--- config.mk ---
export PLATFORM = sky130hd
export DESIGN_NAME = eau_top
export DESIGN_NICKNAME = d
export VERILOG_FILES = /design/src/rtl/eau_pkg.sv /design/src/rtl/eau_pc_calc.sv /design/src/rtl/eau_index_add.sv /design/src/rtl/eau_route.sv /design/src/rtl/eau_top.sv
export SDC_FILE = /design/constraint.sdc
export NUM_CORES = 1
export LEC_CHECK = 0
export BUFFER_PORTS_ARGS = -buffer_cell sky130_fd_sc_hd__buf_2
export CORE_MARGIN = 2
export CORE_UTILIZATION = 45
export DETAILED_ROUTE_END_ITERATION = 7
export PLACE_DENSITY = 0.71
export SYNTH_ARGS = -nofsm -noshare
export SYNTH_HDL_FRONTEND = slang
export SYNTH_HIERARCHICAL = 1
export SYNTH_SLANG_ARGS = --single-unit
--- constraint.sdc ---
create_clock -name clk -period 0.83 [get_ports clk]
set_clock_uncertainty 0.2 [all_clocks]
set_input_delay 0.166 -clock clk [delete_from_list [all_inputs] [get_ports clk]]
set_output_delay 0.166 -clock clk [all_outputs]
set_load 0.05 [all_outputs]
--- src/rtl/eau_pkg.sv ---
package eau_pkg;
   typedef enum logic [3:0] {
      M_SEQ       = 4'd0,
      M_REL       = 4'd1,
      M_ABS       = 4'd2,
      M_PAGE      = 4'd3,
      M_CODE_DPTR = 4'd4,
      M_CODE_PC   = 4'd5,
      M_XD_DPTR   = 4'd6,
      M_XD_RI     = 4'd7,
      M_ID_DIR    = 4'd8,
      M_ID_RI     = 4'd9,
      M_DPTR_IMM  = 4'd10
   } eau_mode_e;

   typedef enum logic [1:0] {
      SP_NONE  = 2'd0,
      SP_CODE  = 2'd1,
      SP_IDATA = 2'd2,
      SP_XDATA = 2'd3
   } eau_space_e;
endpackage

--- src/rtl/eau_pc_calc.sv ---
module eau_pc_calc #(
   parameter int ADDR_W = 16,
   parameter int DATA_W = 8,
   parameter int PAGE_W = 11
) (
   input  logic [ADDR_W-1:0] pc,
   input  logic [1:0]        ilen,
   input  logic [DATA_W-1:0] opnd_hi,
   input  logic [DATA_W-1:0] opnd_lo,
   output logic [ADDR_W-1:0] pc_seq,
   output logic [ADDR_W-1:0] pc_rel,
   output logic [ADDR_W-1:0] pc_abs,
   output logic [ADDR_W-1:0] pc_page
);
   localparam int HI_BITS = PAGE_W - DATA_W;
   localparam int EXT_W   = ADDR_W - DATA_W;

   logic [ADDR_W-1:0] len_ext;
   logic [ADDR_W-1:0] off_ext;

   assign len_ext = {{(ADDR_W-2){1'b0}}, ilen};
   assign off_ext = {{EXT_W{opnd_lo[DATA_W-1]}}, opnd_lo};

   assign pc_seq  = pc + len_ext;
   assign pc_rel  = pc_seq + off_ext;
   assign pc_abs  = {opnd_hi, opnd_lo};
   assign pc_page = {pc_seq[ADDR_W-1:PAGE_W], opnd_hi[HI_BITS-1:0], opnd_lo};
endmodule

--- src/rtl/eau_index_add.sv ---
module eau_index_add #(
   parameter int ADDR_W = 16,
   parameter int DATA_W = 8
) (
   input  logic [ADDR_W-1:0] base,
   input  logic [DATA_W-1:0] idx,
   output logic [ADDR_W-1:0] sum
);
   localparam int PAD_W = ADDR_W - DATA_W;

   assign sum = base + {{PAD_W{1'b0}}, idx};
endmodule

--- src/rtl/eau_route.sv ---
module eau_route
   import eau_pkg::*;
#(
   parameter int ADDR_W = 16,
   parameter int DATA_W = 8
) (
   input  logic [3:0]        mode,
   input  logic [DATA_W-1:0] opnd_hi,
   input  logic [DATA_W-1:0] opnd_lo,
   input  logic [ADDR_W-1:0] dptr,
   input  logic [DATA_W-1:0] ri_val,
   input  logic [ADDR_W-1:0] pc_seq,
   input  logic [ADDR_W-1:0] pc_rel,
   input  logic [ADDR_W-1:0] pc_abs,
   input  logic [ADDR_W-1:0] pc_page,
   input  logic [ADDR_W-1:0] sum_dptr,
   input  logic [ADDR_W-1:0] sum_pc,
   output logic [ADDR_W-1:0] addr,
   output logic [1:0]        space,
   output logic              jump,
   output logic [ADDR_W-1:0] next_pc,
   output logic              dp_wr,
   output logic [ADDR_W-1:0] dp_val
);
   localparam int PAD_W = ADDR_W - DATA_W;

   always_comb begin
      addr    = '0;
      space   = SP_NONE;
      jump    = 1'b0;
      next_pc = pc_seq;
      dp_wr   = 1'b0;
      dp_val  = '0;
      case (mode)
         M_REL:  begin jump = 1'b1; next_pc = pc_rel;  end
         M_ABS:  begin jump = 1'b1; next_pc = pc_abs;  end
         M_PAGE: begin jump = 1'b1; next_pc = pc_page; end
         M_CODE_DPTR: begin addr = sum_dptr; space = SP_CODE; end
         M_CODE_PC:   begin addr = sum_pc;   space = SP_CODE; end
         M_XD_DPTR:   begin addr = dptr;     space = SP_XDATA; end
         M_XD_RI:     begin addr = {{PAD_W{1'b0}}, ri_val};  space = SP_XDATA; end
         M_ID_DIR:    begin addr = {{PAD_W{1'b0}}, opnd_lo}; space = SP_IDATA; end
         M_ID_RI:     begin addr = {{PAD_W{1'b0}}, ri_val};  space = SP_IDATA; end
         M_DPTR_IMM:  begin dp_wr = 1'b1; dp_val = {opnd_hi, opnd_lo}; end
         default: ;
      endcase
   end
endmodule

--- src/rtl/eau_top.sv ---
module eau_top #(
   parameter int ADDR_W  = 16,
   parameter int DATA_W  = 8,
   parameter int PAGE_W  = 11,
   parameter bit OUT_REG = 1'b1
) (
   input  logic              clk,
   input  logic              rst_n,
   input  logic              in_valid,
   input  logic [3:0]        mode,
   input  logic [1:0]        ilen,
   input  logic [DATA_W-1:0] opnd_hi,
   input  logic [DATA_W-1:0] opnd_lo,
   input  logic [ADDR_W-1:0] pc,
   input  logic [DATA_W-1:0] acc,
   input  logic [DATA_W-1:0] dph,
   input  logic [DATA_W-1:0] dpl,
   input  logic [DATA_W-1:0] r0,
   input  logic [DATA_W-1:0] r1,
   input  logic              ri_sel,
   output logic              out_valid,
   output logic [ADDR_W-1:0] ea_addr,
   output logic [1:0]        ea_space,
   output logic              pc_load,
   output logic [ADDR_W-1:0] pc_nxt,
   output logic              dptr_load,
   output logic [ADDR_W-1:0] dptr_val
);
   generate
      if (ADDR_W != 2 * DATA_W) begin : g_bad_width
         $error("eau_top: ADDR_W must be twice DATA_W");
      end
      if (PAGE_W <= DATA_W || PAGE_W >= ADDR_W) begin : g_bad_page
         $error("eau_top: PAGE_W must lie between DATA_W and ADDR_W");
      end
   endgenerate

   logic [ADDR_W-1:0] dptr;
   logic [DATA_W-1:0] ri_val;
   logic [ADDR_W-1:0] pc_seq, pc_rel, pc_abs, pc_page;
   logic [ADDR_W-1:0] sum_dptr, sum_pc;
   logic [ADDR_W-1:0] c_addr, c_next, c_dpv;
   logic [1:0]        c_space;
   logic              c_jump, c_dpwr;

   assign dptr   = {dph, dpl};
   assign ri_val = ri_sel ? r1 : r0;

   eau_pc_calc #(.ADDR_W(ADDR_W), .DATA_W(DATA_W), .PAGE_W(PAGE_W)) u_pc (
      .pc(pc), .ilen(ilen), .opnd_hi(opnd_hi), .opnd_lo(opnd_lo),
      .pc_seq(pc_seq), .pc_rel(pc_rel), .pc_abs(pc_abs), .pc_page(pc_page)
   );

   eau_index_add #(.ADDR_W(ADDR_W), .DATA_W(DATA_W)) u_idx_dptr (
      .base(dptr), .idx(acc), .sum(sum_dptr)
   );

   eau_index_add #(.ADDR_W(ADDR_W), .DATA_W(DATA_W)) u_idx_pc (
      .base(pc_seq), .idx(acc), .sum(sum_pc)
   );

   eau_route #(.ADDR_W(ADDR_W), .DATA_W(DATA_W)) u_route (
      .mode(mode), .opnd_hi(opnd_hi), .opnd_lo(opnd_lo), .dptr(dptr),
      .ri_val(ri_val), .pc_seq(pc_seq), .pc_rel(pc_rel), .pc_abs(pc_abs),
      .pc_page(pc_page), .sum_dptr(sum_dptr), .sum_pc(sum_pc),
      .addr(c_addr), .space(c_space), .jump(c_jump), .next_pc(c_next),
      .dp_wr(c_dpwr), .dp_val(c_dpv)
   );

   generate
      if (OUT_REG) begin : g_reg
         always_ff @(posedge clk or negedge rst_n) begin
            if (!rst_n) begin
               out_valid <= 1'b0;
               ea_addr   <= '0;
               ea_space  <= '0;
               pc_load   <= 1'b0;
               pc_nxt    <= '0;
               dptr_load <= 1'b0;
               dptr_val  <= '0;
            end else if (in_valid) begin
               out_valid <= 1'b1;
               ea_addr   <= c_addr;
               ea_space  <= c_space;
               pc_load   <= c_jump;
               pc_nxt    <= c_next;
               dptr_load <= c_dpwr;
               dptr_val  <= c_dpv;
            end else begin
               out_valid <= 1'b0;
               ea_addr   <= '0;
               ea_space  <= '0;
               pc_load   <= 1'b0;
               dptr_load <= 1'b0;
               dptr_val  <= '0;
            end
         end
      end else begin : g_comb
         assign out_valid = in_valid & rst_n;
         assign ea_addr   = out_valid ? c_addr  : '0;
         assign ea_space  = out_valid ? c_space : '0;
         assign pc_load   = out_valid & c_jump;
         assign pc_nxt    = c_next;
         assign dptr_load = out_valid & c_dpwr;
         assign dptr_val  = out_valid ? c_dpv : '0;
      end
   endgenerate
endmodule

=== After elaboration in Yosys (flattened, before gate mapping) ===
Index checks and enable logic that the tools add are counted.

* Shifts and indexed selects: 0
* Reduce and logical (&&, ||, !) cells: 5
* Muxes and demuxes: 13
* Multiply operators: 0
* Bitwise logic cells: 0
* $add $sub $neg: 4
* Eq/ne operators: 10
* Magnitude comparators: 0
* Div/mod/pow operators: 0

{| class="wikitable"
|+ Operators with widths
! operator !! count
|-
| case mux 16 bit (5 select lines) || 1
|-
| two-way mux 16 bit || 3
|-
| case mux 16 bit (3 select lines) || 1
|-
| adder 16 x 8 -> 16 bit || 2
|-
| adder 16 bit || 1
|-
| adder 16 x 2 -> 16 bit || 1
|-
| == test 4 x 3 -> 1 bit (second input constant) || 4
|-
| == test 4 bit (second input constant) || 3
|-
| == test 4 x 2 -> 1 bit (second input constant) || 2
|-
| two-way mux 8 bit || 1
|-
| OR reduction 2 bit || 4
|-
| case mux 2 bit (3 select lines) || 1
|-
| two-way mux 1 bit || 5
|-
| == test 4 x 1 -> 1 bit (second input constant) || 1
|-
| OR reduction 3 bit || 1
|-
| two-way mux 2 bit || 1
|}

* Latch bits: 0
* Memories: 0
* ROM bits: 0
* Bits in writable memories: 0
* Register bits after elaboration: 53

=== Longest topological paths before layout ===
Gate-level depths: netlist of run 1.

* Depth in word-level cells: 4
* Depth in mapped cells: 18
* Gate-level depth less buffers: 17

=== By module ===
Netlist of run 1, hierarchy kept.

{| class="wikitable"
|+ By module, submodules not included
! module !! area an instance (µm²) !! instances !! cells each
|-
| eau_top || 1,936.9 || 1 || 120
|-
| eau_route || 1,537.7 || 1 || 211
|-
| eau_pc_calc || 1,237.4 || 1 || 166
|-
| eau_index_add (u_idx_dptr) || 506.7 || 1 || 64
|-
| eau_index_add (u_idx_pc) || 490.5 || 1 || 62
|}

=== Worst setup path after synthesis of run 1 ===
Ideal clock, no wire load.

* Path type: input port to flip-flop
* Start point: input ilen[1]
* End point: register pc_nxt[12]
* Library setup time: 125 ps
* Path slack: -2,780 ps
* Data required time: 505 ps
* Cell stages on the path: 13
* Arrival time: 3,285 ps
* Cells stage by stage: ha_1 -> a21oi_1 -> nor4b_2 -> xor2_1 -> ha_1 -> clkbuf_1 -> a21o_1 -> or4_1 -> and3_1 -> nand2b_1 -> o22ai_1 -> a221oi_2 -> mux2_4

* Word-level cells in the longest chain between the ends: 3

{| class="wikitable"
|+ RTL lines
! item !! RTL line !! RTL
|-
| start: declaration || eau_top.sv:11 || <nowiki>input logic [1:0] ilen,</nowiki>
|-
| adder 16 x 2 -> 16 bit || eau_pc_calc.sv:24 || <nowiki>assign pc_seq = pc + len_ext;</nowiki>
|-
| named net pc_seq[9] || eau_top.sv:40 || <nowiki>logic [ADDR_W-1:0] pc_seq, pc_rel, pc_abs, pc_page;</nowiki>
|-
| adder 16 bit || eau_pc_calc.sv:25 || <nowiki>assign pc_rel = pc_seq + off_ext;</nowiki>
|-
| named net pc_rel[12] || eau_top.sv:40 ||
|-
| case mux 16 bit (3 select lines) || eau_route.sv:34 || <nowiki>case (mode)</nowiki>
|-
| named net c_next[12] || eau_top.sv:42 || <nowiki>logic [ADDR_W-1:0] c_addr, c_next, c_dpv;</nowiki>
|-
| end signal: assignment || eau_top.sv:86 || <nowiki>pc_nxt <= c_next;</nowiki>
|-
| end: declaration || eau_top.sv:25 || <nowiki>output logic [ADDR_W-1:0] pc_nxt,</nowiki>
|}

The timed path passes the listed nets, and every way through them passes these cells.
A chain may end at the register's enable or synchronous reset.

=== Worst setup path after layout of run 1 ===
* Start point: input ilen[0]
* End point: register pc_nxt[13]

Same word-level chain as after synthesis.

==> flow_metrics.env, run 1 <==
export IMPL_status="finished, violations left"
export IMPL_failed_checks="hold timing, setup timing"
export IMPL_cts_tree="yes"
export IMPL_die_area_um2=13600
export IMPL_drc=0
export IMPL_crit_top_cell="ha_4"
export IMPL_initialDrtViolationCount=546
export IMPL_drive_above_1_share_pct=68.0
export IMPL_diodes=0
export IMPL_syn_to_final_growth_pct=70.7
export IMPL_start_kind="input pin"
export IMPL_leakage_nw=4.37
export IMPL_worstPathMaxFanout=4
export IMPL_yosysUniqueCellTypes=68
export IMPL_gr_usage_all_layers_pct=30.3
export IMPL_fmax_mhz=309
export IMPL_vias=6165
export IMPL_vdd_ir_drop_max_uv=944
export IMPL_clockBufferDepth=2
export IMPL_drtAntennaViolNets=0
export IMPL_ys_seq_elements=53
export IMPL_drt_wirelength_per_cell_um=20.3
export IMPL_max_stage_delay_ps=630
export IMPL_synth_top_area_share_pct=23.2
export IMPL_clkSinkCount=53
export IMPL_arrival_ps=3270
export IMPL_critPathBufInv=2
export IMPL_ys_seq_area_share_pct=23.2
export IMPL_avgViaCountPerCell=5.76
export IMPL_initial_utilization_pct=45.6
export IMPL_async_flop_share_pct=100
export IMPL_die_w_um=117
export IMPL_gr_total_overflow=0
export IMPL_powerDensity_nw_per_um2=1300
export IMPL_setup_ws_ps=-2410
export IMPL_die_y_um=117
export IMPL_multiInputGateArea_um2=5060
export IMPL_syn_area_um2=5710
export IMPL_power_total_mw=12.6
export IMPL_drv_slew=0
export IMPL_num_fill_cells=777
export IMPL_period_needed_ps=3240
export IMPL_final_period_utilization_pct=390
export IMPL_synth_fp_nets=742
export IMPL_fin_nets=1016
export IMPL_slew_headroom_pct=72.2
export IMPL_hold_class="input pin to async pin"
export IMPL_post_dp_hpwl_mm=14.4
export IMPL_synth_flop_cell="dfrtp_1"
export IMPL_core_rowCount=41
export IMPL_synth_edf_count=0
export IMPL_synth_warnings=6
export IMPL_hold_ws_ps=-356
export IMPL_dr_pass1_iters=5
export IMPL_grt_max_degree=54
export IMPL_coreArea_um2=12500
export IMPL_worst_slew_pin_slew_ps=415
export IMPL_port_buffers=134
export IMPL_grt_pass1_vias=5977
export IMPL_critPathCaptureType="flip-flop"
export IMPL_globalplace_congestion=0.951
export IMPL_cp_top_family="compound AO/OA/AOI/OAI gates"
export IMPL_antenna_found_initial=0
export IMPL_clkTransAtPathRegs_ps=70
export IMPL_cp_depth=14
export IMPL_pin_count=135
export IMPL_grt_pass1_wl_mm=31.8
export IMPL_maxCapViolations=0
export IMPL_avgSynthCellArea_um2=9.16
export IMPL_synthTopCellsByArea="dfrtp_1 23%, ha_1 7.2%, and2_1 5.7%, xnor2_1 5.4%, buf_4 4.6%"
export IMPL_regArea_um2=1390
export IMPL_yosysTopAreaCell="dfrtp_1"
export IMPL_syn_inst=623
export IMPL_cp_cell_sequence="buf_8, ha_4, fa_2, buf_6, ha_4, a211oi_4, nor3_4, o211ai_1, mux2i_1, a2111oi_2, nand2b_1, o22ai_1, a221oi_1, mux2_4"
export IMPL_worstSetupPathType="input pin to flip-flop"
export IMPL_finalSetupViolations=104
export IMPL_rsz0062_at_grt="true"
export IMPL_dpl_cell_area_um2=7750
export IMPL_cts_htree_levels=2
export IMPL_worst_r2r_cell_count=2
export IMPL_finish_instance_area_um2=9740
export IMPL_insertion_delay_ps=300
export IMPL_wl_mm=21.7
export IMPL_finalHoldViolCount=53
export IMPL_cp_slowest_cell="fa_2"
export IMPL_cp_data_required_time_ps=860
export IMPL_root_buffer="clkbuf_16"
export IMPL_numCtsBuffers=5
through the flow:
stage	std cells	setup WS [ps]	setup TNS, ps	hold WS, ps	util [%]
after floorplan	623	-2520	-68520	-330	-
after global placement	1023	-2650	-91090	-27.1	61.9
after detailed placement	1023	-2740	-92550	-22.6	61.9
after CTS	1062	-2230	-85580	-339	74.7
after global routing	1070	-2600	-94030	-326	77.8
final	1070	-2410	-89710	-356	77.8
cell type report:
| type | instances | share of cell area, % |
|---|---|---|
| clock buffer | 6 | 1.32 |
| sequential | 53 | 14.3 |
| clock inverter | 2 | 0.398 |
| inverter | 8 | 0.437 |
| tap | 172 | 2.21 |
| multi-input combinational | 495 | 51.9 |
| timing repair buffer | 334 | 29.4 |
repair_timing:
action / in CTS / in global routing
setup endpoints to repair: 105 / 104
resized for setup: 257 / 62
setup buffers: 29 / 9
pin swaps: 73 / 49
cloned: 3 / 0
hold endpoints to repair: 53 / 53
where the power goes:
group | switching, mW | internal, mW | leakage [nW]
combinational | 3.66 | 3.64 | 3.66
clock | 0.960 | 1.43 | 0.0810
sequential | 0.156 | 2.80 | 0.621
total | 4.78 | 7.87 | 4.37
per-layer routing:
metal / up-vias / global-route usage (%) / share of wire, %
met5: - / 0 / 0
met4: 0 / 7.53 / 2.9
met3: 60 / 2.75 / 6.7
met2: 302 / 53.9 / 50
met1: 2998 / 39.8 / 40
li1: 2805 / - / -
sequential cells by signal, summed over array words and instances (netlist names):
name       flops
out_valid      1
ea_addr       16
pc_load        1
dptr_load      1
ea_space       2
dptr_val      16
pc_nxt        16
path summary, 6_finish.rpt:
kind                            start           to  slack (ps)
max in group asynchronous       rst_n   ea_addr[6]         520
max reg2reg                pc_nxt[15]   pc_nxt[15]        -340
min reg2reg                 pc_nxt[0]    pc_nxt[0]         330
max                           ilen[0]   pc_nxt[13]       -2410
min                             rst_n  dptr_val[9]        -360
min in group clk             in_valid      pc_load          10
kinds of logic (layout without fill, tap and decap cells):
family	Yosys count	after routing	share of synthesized area [%]
buffers and inverters	75	350	9.38
AOI/OAI and AO/OA	149	149	20.3
xor gates and xnor gates	52	52	7.98
muxes	56	56	11.6
adders and majority gates	37	37	8.63
DFF	53	53	23.2
and+or+nand+nor	201	201	18.9
worst register-to-register path, delay by kind of cell (launching register included):
kind / cells / cell delay, ps
DFF: 1 / 440
buffers and inverters: 1 / 150
muxes: 1 / 260
cell usage in the layout (no fill, tap or decap), types with 12 or more instances in the layout:
cell type  Yosys  final
a21oi_1       30     12
a21oi_2        5     16
a221oi_2       5     13
and2_1        52     41
and2_4         0     12
buf_2         11     72
buf_4         35    170
buf_6          8     68
dfrtp_2        0     52
ha_1          33     13
ha_4           0     20
mux2_2        22     16
mux2_4        14     20
mux2i_1       16     16
nand2_1       41     30
nor2_1        28     23
xnor2_1       35     24
synth_stat cells (all sizes together), types with 14 or more instances:
| library cell | number |
|---|---|
| xnor2 | 35 |
| xor2 | 17 |
| o22ai | 14 |
| mux2i | 16 |
| a21oi | 35 |
| nand2b | 18 |
| nand2 | 41 |
| and2 | 54 |
| mux2 | 40 |
| a221oi | 18 |
| nor2 | 28 |
| nand3 | 17 |
| dfrtp | 53 |
| ha | 33 |
| buf | 58 |
Power figures use the tool's default switching activity.
==> run 2, diff against run 1 <==
BUFFER_PORTS_ARGS = not set   (was -buffer_cell sky130_fd_sc_hd__buf_2)
DONT_BUFFER_PORTS = 1   (was not set)
PLACE_DENSITY = not set   (was 0.71)
==> flow_metrics.env, run 2 (synthesized netlist as in run 1, its figures left out) <==
export IMPL_post_dp_hpwl_mm=13.2
export IMPL_powerDensity_nw_per_um2=1370
export IMPL_hold_ws_ps=-647
export IMPL_final_util_pct=60.1
export IMPL_cts_htree_levels=2
export IMPL_worstSetupPathType="input pin to flip-flop"
export IMPL_start_kind="input pin"
export IMPL_core_rowCount=41
export IMPL_initialDrtViolationCount=345
export IMPL_fmax_mhz=324
export IMPL_drv_slew=0
export IMPL_numCtsBuffers=5
export IMPL_drive_above_1_share_pct=49.4
export IMPL_port_buffers=0
export IMPL_insertion_delay_ps=290
export IMPL_grt_pass1_wl_mm=25.7
export IMPL_status="finished, violations left"
export IMPL_globalplace_congestion=0.936
export IMPL_avgViaCountPerCell=5.73
export IMPL_die_w_um=117
export IMPL_initial_utilization_pct=45.6
export IMPL_mostFrequentLayoutCells="121 x buf_4, 52 x dfrtp_2, 51 x and2_1"
export IMPL_num_fill_cells=1133
export IMPL_tns_ps=-78550
export IMPL_grt_pass1_vias=4761
export IMPL_syn_to_final_growth_pct=31.7
export IMPL_die_area_um2=13600
export IMPL_drc=0
export IMPL_failed_checks="hold timing, setup timing"
export IMPL_root_buffer="clkbuf_16"
export IMPL_wl_mm=17.1
export IMPL_dr_pass1_iters=5
export IMPL_die_y_um=117
export IMPL_drtAntennaViolNets=0
export IMPL_antenna_found_initial=0
export IMPL_vdd_ir_drop_max_uv=727
export IMPL_vias=5054
export IMPL_final_period_utilization_pct=372
export IMPL_clkTransAtPathRegs_ps=70
export IMPL_slew_headroom_pct=69.8
export IMPL_coreArea_um2=12500
export IMPL_critPathCaptureType="flip-flop"
export IMPL_arrival_ps=3080
export IMPL_finish_instance_area_um2=7520
export IMPL_clockBufferDepth=2
export IMPL_gr_total_overflow=0
export IMPL_gr_usage_all_layers_pct=24.4
export IMPL_dpl_cell_area_um2=6720
export IMPL_cts_tree="yes"
export IMPL_cp_data_required_time_ps=820
export IMPL_power_total_mw=10.3
export IMPL_drt_wirelength_per_cell_um=19.3
export IMPL_pin_count=135
export IMPL_worst_slew_pin_slew_ps=451
export IMPL_leakage_nw=3.22
export IMPL_period_needed_ps=3090
export IMPL_post_place_ws_ps=-2670
export IMPL_grt_max_degree=77
export IMPL_maxCapViolations=0
export IMPL_fin_nets=828
export IMPL_hold_class="input pin to async pin"
export IMPL_reg_largest_list="dptr_val: 16 flops, ea_addr: 16 flops, pc_nxt: 16 flops"
export IMPL_setup_ws_ps=-2260
export IMPL_layout_commonest_cell="buf_4"
export IMPL_ff2ff_setup_slack_ps=-300
export IMPL_worstPathMaxFanout=3
export IMPL_diodes=0
export IMPL_finalSetupViolations=100
export IMPL_finalHoldViolCount=106
export IMPL_clkSinkCount=53
export IMPL_rsz0062_at_grt="true"
[run 2: worst paths after layout]
| kind | endpoint | cells after the start | startpoint |
|---|---|---|---|
| setup reg to reg | pc_nxt[9] | 2 | pc_nxt[9] |
| hold / removal | dptr_val[11] | 0 | rst_n |
| setup / recovery | pc_nxt[12] | 14 | ilen[0] |
| hold reg to reg | pc_nxt[13] | 1 | pc_nxt[13] |
| max in group asynchronous | ea_space[1] | 0 | rst_n |
| min in group clk | out_valid | 0 | in_valid |
[run 2: per-stage QoR]
stage,instances,hold WS [ps]
after detailed placement,852,-328
after global routing,882,-661
after global placement,852,-328
final,882,-647
after CTS,877,-648
after floorplan,623,-330
[run 2: power by group]
part	internal (mW)	switching (mW)	total, mW	leakage [nW]
clock network	1.14	1.02	2.17	0.0680
registers	2.79	0.308	3.10	0.621
logic	2.64	2.41	5.05	2.53
[run 2: critical path, cell delays in order]
cell and delay, ps:
ha_4 140, fa_2 400, nand3_2 100, xnor2_2 130, ha_1 290, a21o_1 200
a221oi_4 360, o21bai_2 100, or4_1 390, and3_1 180, nand2b_1 150, o22ai_2 120
a221oi_2 80, mux2_4 260
[run 2: what timing repair did]
action,in CTS,in global routing
endpoints found under the hold margin,106,106
gates resized for setup,56,29
pin swaps,23,24
setup endpoints to repair,103,101
gates cloned,1,0
setup buffers,16,6
[run 2: area by class of cell]
type                    count  area, um2  area share (%)
clock buffers               5        125            1.66
clock inverters             3       26.3           0.350
inverters                   8       41.3           0.549
multi-input cells         495       4500            59.8
flip-flops and latches     53       1390            18.5
well taps                 172        215            2.86
repair buffers            145       1210            16.1
repair inverters            1       7.51          0.0999
[run 2: routing by layer]
metal	wire length, um	vias to the layer above	global-route usage (%)
li1	-	2421	-
met1	7840	2439	34.9
met5	0	-	0
met4	232	0	5.02
met3	1170	17	4.41
met2	7810	177	38.8
